<file path="src/rtl/gpio_irq_bank.sv">
module gpio_irq_bank #(
  parameter int NPIN = 32
) (
  input  logic            clk,
  input  logic            rst_n,
  input  logic            bus_en,
  input  logic            bus_we,
  input  logic [2:0]      bus_addr,
  input  logic [NPIN-1:0] bus_wdata,
  output logic [NPIN-1:0] bus_rdata,
  input  logic [NPIN-1:0] pin_in,
  output logic [NPIN-1:0] pad_out,
  output logic [NPIN-1:0] pad_oe,
  output logic            irq_out
);

  localparam logic [2:0] A_LEVEL = 3'd0;
  localparam logic [2:0] A_DIR   = 3'd1;
  localparam logic [2:0] A_LATRB = 3'd2;
  localparam logic [2:0] A_IEN   = 3'd3;
  localparam logic [2:0] A_TRG0  = 3'd4;
  localparam logic [2:0] A_TRG1  = 3'd5;
  localparam logic [2:0] A_TRG2  = 3'd6;
  localparam logic [2:0] A_STS   = 3'd7;

  logic [NPIN-1:0] lat_q, dir_q, ien_q, trg0_q, trg1_q, trg2_q, sts_q;
  logic [NPIN-1:0] sy1_q, smp_q, prv_q;
  logic [NPIN-1:0] hit, clr;

  wire wr = bus_en & bus_we;

  always_ff @(posedge clk or negedge rst_n)
    if (!rst_n) begin
      lat_q  <= '0;
      dir_q  <= '0;
      ien_q  <= '0;
      trg0_q <= '0;
      trg1_q <= '0;
      trg2_q <= '0;
    end else if (wr) begin
      case (bus_addr)
        A_LEVEL: lat_q  <= bus_wdata;
        A_DIR:   dir_q  <= bus_wdata;
        A_IEN:   ien_q  <= bus_wdata;
        A_TRG0:  trg0_q <= bus_wdata;
        A_TRG1:  trg1_q <= bus_wdata;
        A_TRG2:  trg2_q <= bus_wdata;
        default: ;
      endcase
    end

  always_ff @(posedge clk or negedge rst_n)
    if (!rst_n) begin
      sy1_q <= '0;
      smp_q <= '0;
      prv_q <= '0;
    end else begin
      sy1_q <= pin_in;
      smp_q <= sy1_q;
      prv_q <= smp_q;
    end

  for (genvar i = 0; i < NPIN; i++) begin : g_det
    wire rise = smp_q[i] & ~prv_q[i];
    wire fall = ~smp_q[i] & prv_q[i];
    always_comb begin
      if (trg2_q[i] & trg0_q[i])
        hit[i] = rise | fall;
      else if (trg1_q[i])
        hit[i] = trg0_q[i] ? smp_q[i] : ~smp_q[i];
      else
        hit[i] = trg0_q[i] ? rise : fall;
    end
  end

  assign clr = (wr && bus_addr == A_STS) ? bus_wdata : '0;

  always_ff @(posedge clk or negedge rst_n)
    if (!rst_n) sts_q <= '0;
    else        sts_q <= (sts_q & ~clr) | hit;

  always_comb
    case (bus_addr)
      A_LEVEL: bus_rdata = smp_q;
      A_DIR:   bus_rdata = dir_q;
      A_LATRB: bus_rdata = lat_q;
      A_IEN:   bus_rdata = ien_q;
      A_TRG0:  bus_rdata = trg0_q;
      A_TRG1:  bus_rdata = trg1_q;
      A_TRG2:  bus_rdata = trg2_q;
      default: bus_rdata = sts_q;
    endcase

  assign pad_out = lat_q;
  assign pad_oe  = dir_q;
  assign irq_out = |(sts_q & ien_q);

endmodule

</file>
<file path="config.mk">
export PLATFORM = sky130hd
export DESIGN_NAME = gpio_irq_bank
export DESIGN_NICKNAME = d
export VERILOG_FILES = /design/src/rtl/gpio_irq_bank.sv
export SDC_FILE = /design/constraint.sdc
export NUM_CORES = 1
export LEC_CHECK = 0
export ABC_AREA = 0
export BUFFER_PORTS_ARGS = -buffer_cell sky130_fd_sc_hd__buf_2
export CAP_MARGIN = 20
export CORE_MARGIN = 5
export CORE_UTILIZATION = 66
export CTS_BUF_LIST = sky130_fd_sc_hd__clkbuf_4 sky130_fd_sc_hd__clkbuf_8
export CTS_CLUSTER_DIAMETER = 60
export CTS_CLUSTER_SIZE = 14
export DETAILED_ROUTE_END_ITERATION = 10
export PLACE_DENSITY_LB_ADDON = 0.3
export SLEW_MARGIN = 20
export SYNTH_ARGS = -nofsm -noshare
export SYNTH_HDL_FRONTEND = slang
export SYNTH_SLANG_ARGS = --single-unit
</file>
<file path="constraint.sdc">
create_clock -name clk -period 3.8 [get_ports clk]
set_clock_uncertainty 0.05 [all_clocks]
set_input_delay 0.76 -clock clk [delete_from_list [all_inputs] [get_ports clk]]
set_output_delay 0.76 -clock clk [all_outputs]
set_load 0.05 [all_outputs]
</file>
==> impl_metrics.json, run 1 <==
{
  "seq_area_frac_synth_pct": 53.4,
  "synth_xor_area_share_pct": 0,
  "post-route-drc-count": 0,
  "synth_async_sr_flop_share_pct": 100,
  "diodes": 0,
  "cts_sinks": 320,
  "slowest_delay_ns": 0.33,
  "maxCapViolCount": 0,
  "rsz0062_at_grt": "no",
  "place_congestion": 0.904,
  "row_count": 55,
  "tritoncts": "yes",
  "cp.required_ns": 2.99,
  "via_per_inst": 6.58,
  "clock_path_buffers": 3,
  "synthMuxAreaShare_pct": 18.5,
  "dr_total_vias": 10898,
  "htreeDepth": 1,
  "yosysMostFrequentCell": "dfrtp_1",
  "synth_top_family_by_area": "multiplexers",
  "clk_pin_slew_ns": 0.09,
  "port_buffers": 167,
  "drive_gt1_share_pct": 33.0,
  "cp-start-kind": "input pin",
  "path_common_cell": "buf_2",
  "max_freq_ghz": 0.295,
  "synth_compound_area_share_pct": 13.9,
  "synth_fp_nets": 1327,
  "die_h_um": 161,
  "slew-limit-headroom_pct": 46.4,
  "core_area_mm2": 0.0225,
  "yosysTopAreaCell": "dfrtp_1",
  "cts-hold-fix-buffers": 0,
  "p_leak_nw": 7.68,
  "gr-total-overflow": 0,
  "yosys.area.top_type_share_pct": 53.4,
  "critPathCaptureType": "primary output",
  "worstSkewPairLatency_ns": 0.59,
  "synth-edff-count": 0,
  "numCtsBuffers": 28,
  "nFillCells": 1505,
  "yosys_register_bits": 320,
  "ir_worst_vdd_mv": 0.469,
  "dominantRegCellSynth": "dfrtp_1",
  "synthSimpleGateAreaFrac_pct": 5.07,
  "synth_cell_types": 44,
  "drt_iter0_markers": 1179,
  "ctsRootBufferMaster": "clkbuf_8",
  "cts-resized-gates": 0,
  "power.density_mw_per_mm2": 538,
  "path_buf_inv": 4,
  "yosysWarnings": 0,
  "postRouteAntennaNets": 0,
  "grt_pass1_vias": 11135,
  "grt_pass1_wl_um": 62500,
  "synth_area_mm2": 0.0150,
  "synth_area_leaders": "dfrtp_1 (53%), mux2_2 (12%), ha_1 (5.3%)",
  "die_w_um": 161,
  "post-route-period-util_pct": 89.1,
  "finalSetupViolCount": 0,
  "drt-total-wl_um": 38900,
  "critPathTopFamily": "buffers and inverters",
  "path_cells": "buf_2, inv_1, nor3b_4, buf_4, a22oi_1, a31oi_1, buf_2",
  "slowest_stage": "buf_2",
  "crit_arrival_ns": 2.58,
  "min_period_ns": 3.39,
  "critPathKind": "input pin to primary output",
  "grt_max_degree": 98,
  "start_util_pct": 66.6,
  "antenna_found_initial": 0,
  "area_delta_synth_final_pct": 11.9,
  "finalNetCount": 1500,
  "grt_usage_pct": 30.0,
  "synthCells": 1192,
  "slew_viol_final": 0,
  "hpwl_um": 26400,
  "top_level_ports": 168,
  "tns_ns": 0,
  "wl_per_cell_um": 23.5,
  "die_area_mm2": 0.0258,
  "finalHoldViolations": 0,
  "syn_area_per_cell_um2": 12.6,
  "ys_top_cells_by_count": "dfrtp_1 (320), mux2_2 (161), inv_1 (65), ha_1 (64), nor2_1 (63)",
  "worstMarginPinSlew_ns": 0.804,
  "crit_fanout": 19,
  "dr.pass1.iters": 6,
  "status": "completed",
  "synth_fa_ha_area_share_pct": 5.34,
  "finish.utilization_pct": 74.6,
  "min_path_type": "input pin to asynchronous set/reset pin",
  "cts_setup_buffers": 0
}
power breakdown:
part | internal [mW] | switching, mW | total (mW)
clock | 0.923 | 1.12 | 2.04
combinational | 0.919 | 1.49 | 2.41
sequential | 3.95 | 0.632 | 4.58
total | 5.79 | 3.24 | 9.03
cell usage in the layout, fill, tap and decap left out, types with 33 or more instances in the layout:
cell     netlist  routed
mux2_2       161     161
a221o_1       33      33
nand2_1       42      42
a22oi_1       62      62
ha_1          64      64
inv_1         65      65
nor2_1        63      61
a21oi_1       59      59
mux2i_1       37      37
nor2b_1       35      34
buf_2         22     166
dfrtp_1      320     320
buf_4          4      33
kinds of logic (layout without fill, tap and decap cells):
kind of cell	after synthesis	after routing
AOI/OAI and AO/OA	286	286
adders and majority gates	64	64
buffers and inverters	127	306
DFF	320	320
muxes	236	236
and+or+nand+nor	159	159
per-layer routing:
metal | share of wire [%] | up-vias | track usage [%]
met5 | 0 | - | 0
met4 | 2.8 | 0 | 8.88
met3 | 9.0 | 92 | 4.85
met2 | 47 | 560 | 48.4
met1 | 41 | 5543 | 42.6
li1 | - | 4703 | -
path summary, 6_finish.rpt:
kind / start / endpoint / slack (ns) / cells past startpoint
max in group asynchronous: rst_n / pad_out[29] / 2.69 / 2
min in group clk: pin_in[20] / sy1_q[20] / 0.22 / 1
setup reg to reg: smp_q[18] / sts_q[18] / 2.15 / 5
hold / removal: rst_n / smp_q[16] / 0.07 / 1
setup / recovery: bus_addr[0] / bus_rdata[12] / 0.41 / 7
hold reg to reg: sy1_q[6] / smp_q[6] / 0.30 / 0
layout make-up:
cell class,instances,area (um2),area share [%]
Clock inverter,5,110,0.656
Multi-Input combinational cell,745,6450,38.5
Timing Repair Buffer,205,1190,7.11
Tap cell,285,357,2.13
Clock buffer,31,414,2.47
Inverter,65,244,1.45
Sequential cell,320,8010,47.7
state kept, by name, indices dropped and copies added, names as in the netlist:
name / cells
ien_q: 32
pad_oe: 32
pad_out: 32
prv_q: 32
smp_q: 32
sts_q: 32
sy1_q: 32
trg0_q: 32
trg1_q: 32
trg2_q: 32
metrics by stage:
| stage | area (um2) | power, mW | instances | setup slack (ns) | hold WS, ns |
|---|---|---|---|---|---|
| after floorplan | 15000 | 6.22 | 1192 | 0.328 | 0.281 |
| after detailed placement | 16300 | 7.02 | 1620 | 0.464 | 0.285 |
| after CTS | 16800 | 9.05 | 1656 | 0.459 | 0.0885 |
| after global routing | 16800 | 9.46 | 1656 | 0.333 | 0.103 |
| after global placement | 16300 | 6.92 | 1620 | 0.506 | 0.283 |
| final | 16800 | 9.03 | 1656 | 0.415 | 0.0744 |
No activity file was read; power rests on OpenSTA's default activity.
==> inputs of run 2 (changes only) <==
==> constraint.sdc (replaced) <==
create_clock -name clk -period 3.8 [get_ports clk]
set_clock_uncertainty 0.05 [all_clocks]
set_input_delay 0.19 -clock clk [delete_from_list [all_inputs] [get_ports clk]]
set_output_delay 0.19 -clock clk [all_outputs]
set_load 0.05 [all_outputs]
==> impl_metrics.json, run 2 (synthesis results as in run 1) <==
{
  "gr-total-overflow": 0,
  "grt_max_degree": 121,
  "path_cells": "buf_2, nor2_2, buf_4, a21oi_1, a21o_1, a31oi_1, buf_2",
  "rrSetupSlack_ns": 2.21,
  "grt_usage_pct": 30.0,
  "cts-resized-gates": 0,
  "slew-limit-headroom_pct": 29.9,
  "wl_per_cell_um": 22.9,
  "slew_viol_final": 0,
  "tritoncts": "yes",
  "hpwl_um": 25100,
  "numCtsBuffers": 28,
  "p_total_mw": 9.00,
  "drt-total-wl_um": 39200,
  "status": "completed",
  "rsz0062_at_grt": "no",
  "setup.worst_path.end": "bus_rdata[26]",
  "worstSkewPairLatency_ns": 0.58,
  "place_congestion": 0.900,
  "finalNetCount": 1554,
  "drive_gt1_share_pct": 31.2,
  "cp_num_cells": 7,
  "post-route-drc-count": 0,
  "grt_pass1_vias": 11348,
  "crit_arrival_ns": 2.48,
  "cp.required_ns": 3.56,
  "finalHoldViolations": 0,
  "layout_commonest_cell": "dfrtp_1",
  "postRouteAntennaNets": 0,
  "critPathKind": "input pin to primary output",
  "dr_total_vias": 11015,
  "fin_cells": 1715,
  "finish.utilization_pct": 77.0,
  "power.density_mw_per_mm2": 519,
  "grt_pass1_wl_um": 62100,
  "dr.pass1.iters": 5,
  "row_count": 55,
  "die_h_um": 161,
  "slowest_delay_ns": 0.72,
  "clock_path_buffers": 3,
  "die_area_mm2": 0.0258,
  "start_util_pct": 66.6,
  "antenna_found_initial": 1,
  "slowest_stage": "nor2_2",
  "drt_iter0_markers": 912,
  "p_leak_nw": 7.89,
  "min_path_type": "input pin to register",
  "core_area_mm2": 0.0225,
  "maxCapViolCount": 0,
  "clk_pin_slew_ns": 0.09,
  "die_w_um": 161,
  "via_per_inst": 6.42,
  "path_buf_inv": 3,
  "cts_sinks": 320,
  "cp-start-kind": "input pin",
  "worstMarginPinSlew_ns": 1.05,
  "finalSetupViolCount": 0,
  "path_common_cell": "buf_2",
  "ctsRootBufferMaster": "clkbuf_8",
  "critPathTopFamily": "buffers and inverters",
  "htreeDepth": 1,
  "worst_r2r_endpoint": "sts_q[12]",
  "max_freq_ghz": 0.367,
  "min_period_ns": 2.72,
  "layout_common_cells": "dfrtp_1 (320), buf_2 (166), mux2_2 (161)",
  "port_buffers": 167,
  "r2r_start": "smp_q[12]",
  "place_inst": 1609,
  "tns_ns": 0,
  "critPathCaptureType": "primary output",
  "rr_worst_depth": 5,
  "ir_worst_vdd_mv": 0.397,
  "area_delta_synth_final_pct": 15.6,
  "crit_fanout": 27,
  "post-route-period-util_pct": 71.7,
  "startpoint": "bus_addr[1]",
  "top_level_ports": 168
}
run 2: changes by cell type in the layout (fill, tap and decap cells not counted), sizes merged:
cell         previous run  this run
buf                   205       194
bufinv                  3         1
clkbuf                 31        35
clkinv                  0         2
clkinvlp                0         1
diode                   0         1
dlygate4sd3             0        65
inv                    67        66
run 2: where the power goes:
part	total, mW	internal (mW)	switching [mW]
sequential	4.56	3.95	0.607
combinational	2.45	0.954	1.50
clock	1.99	0.850	1.14
total	9.00	5.75	3.24
run 2: final cells by class:
type | count | area [um2]
clock buffer | 35 | 457
tap | 285 | 357
clock inverter | 5 | 56.3
inverter | 65 | 244
fill | 1426 | 5160
sequential | 320 | 8010
timing repair buffer | 259 | 1760
antenna | 1 | 2.50
multi-input combinational | 745 | 6450
run 2: what timing repair did:
action / in CTS / in global routing
hold buffers: 65 / 0
buffers inserted: 0 / 0
hold endpoints to repair: 372 / 0
run 2: per-stage QoR:
step	hold WS, ns	setup slack (ns)	instance area, um2
final	0.194	1.08	17300
after CTS	0.180	1.13	17300
after detailed placement	0.249	1.07	16200
after global placement	0.247	1.12	16200
after global routing	0.185	1.02	17300
after floorplan	-0.156	1.47	15000
run 2: layer usage:
metal	GRT usage, %	part of all wire (%)	up-vias
met3	5.88	7.9	76
met1	41.3	42	5608
met5	0	0	-
met4	9.65	2.7	0
met2	48.7	48	511
li1	-	-	4820
run 2: worst min-delay path by stage:
stage	slack [ns]	cells past startpoint	from	to
2_1_floorplan	-0.16	0	rst_n	ien_q[0]
3_3_place_gp	0.25	1	pin_in[30]	sy1_q[30]
3_5_place_dp	0.25	1	pin_in[24]	sy1_q[24]
4_1_cts	0.18	2	pin_in[19]	sy1_q[19]
5_1_grt	0.18	2	pin_in[26]	sy1_q[26]
6_report	0.19	2	pin_in[26]	sy1_q[26]
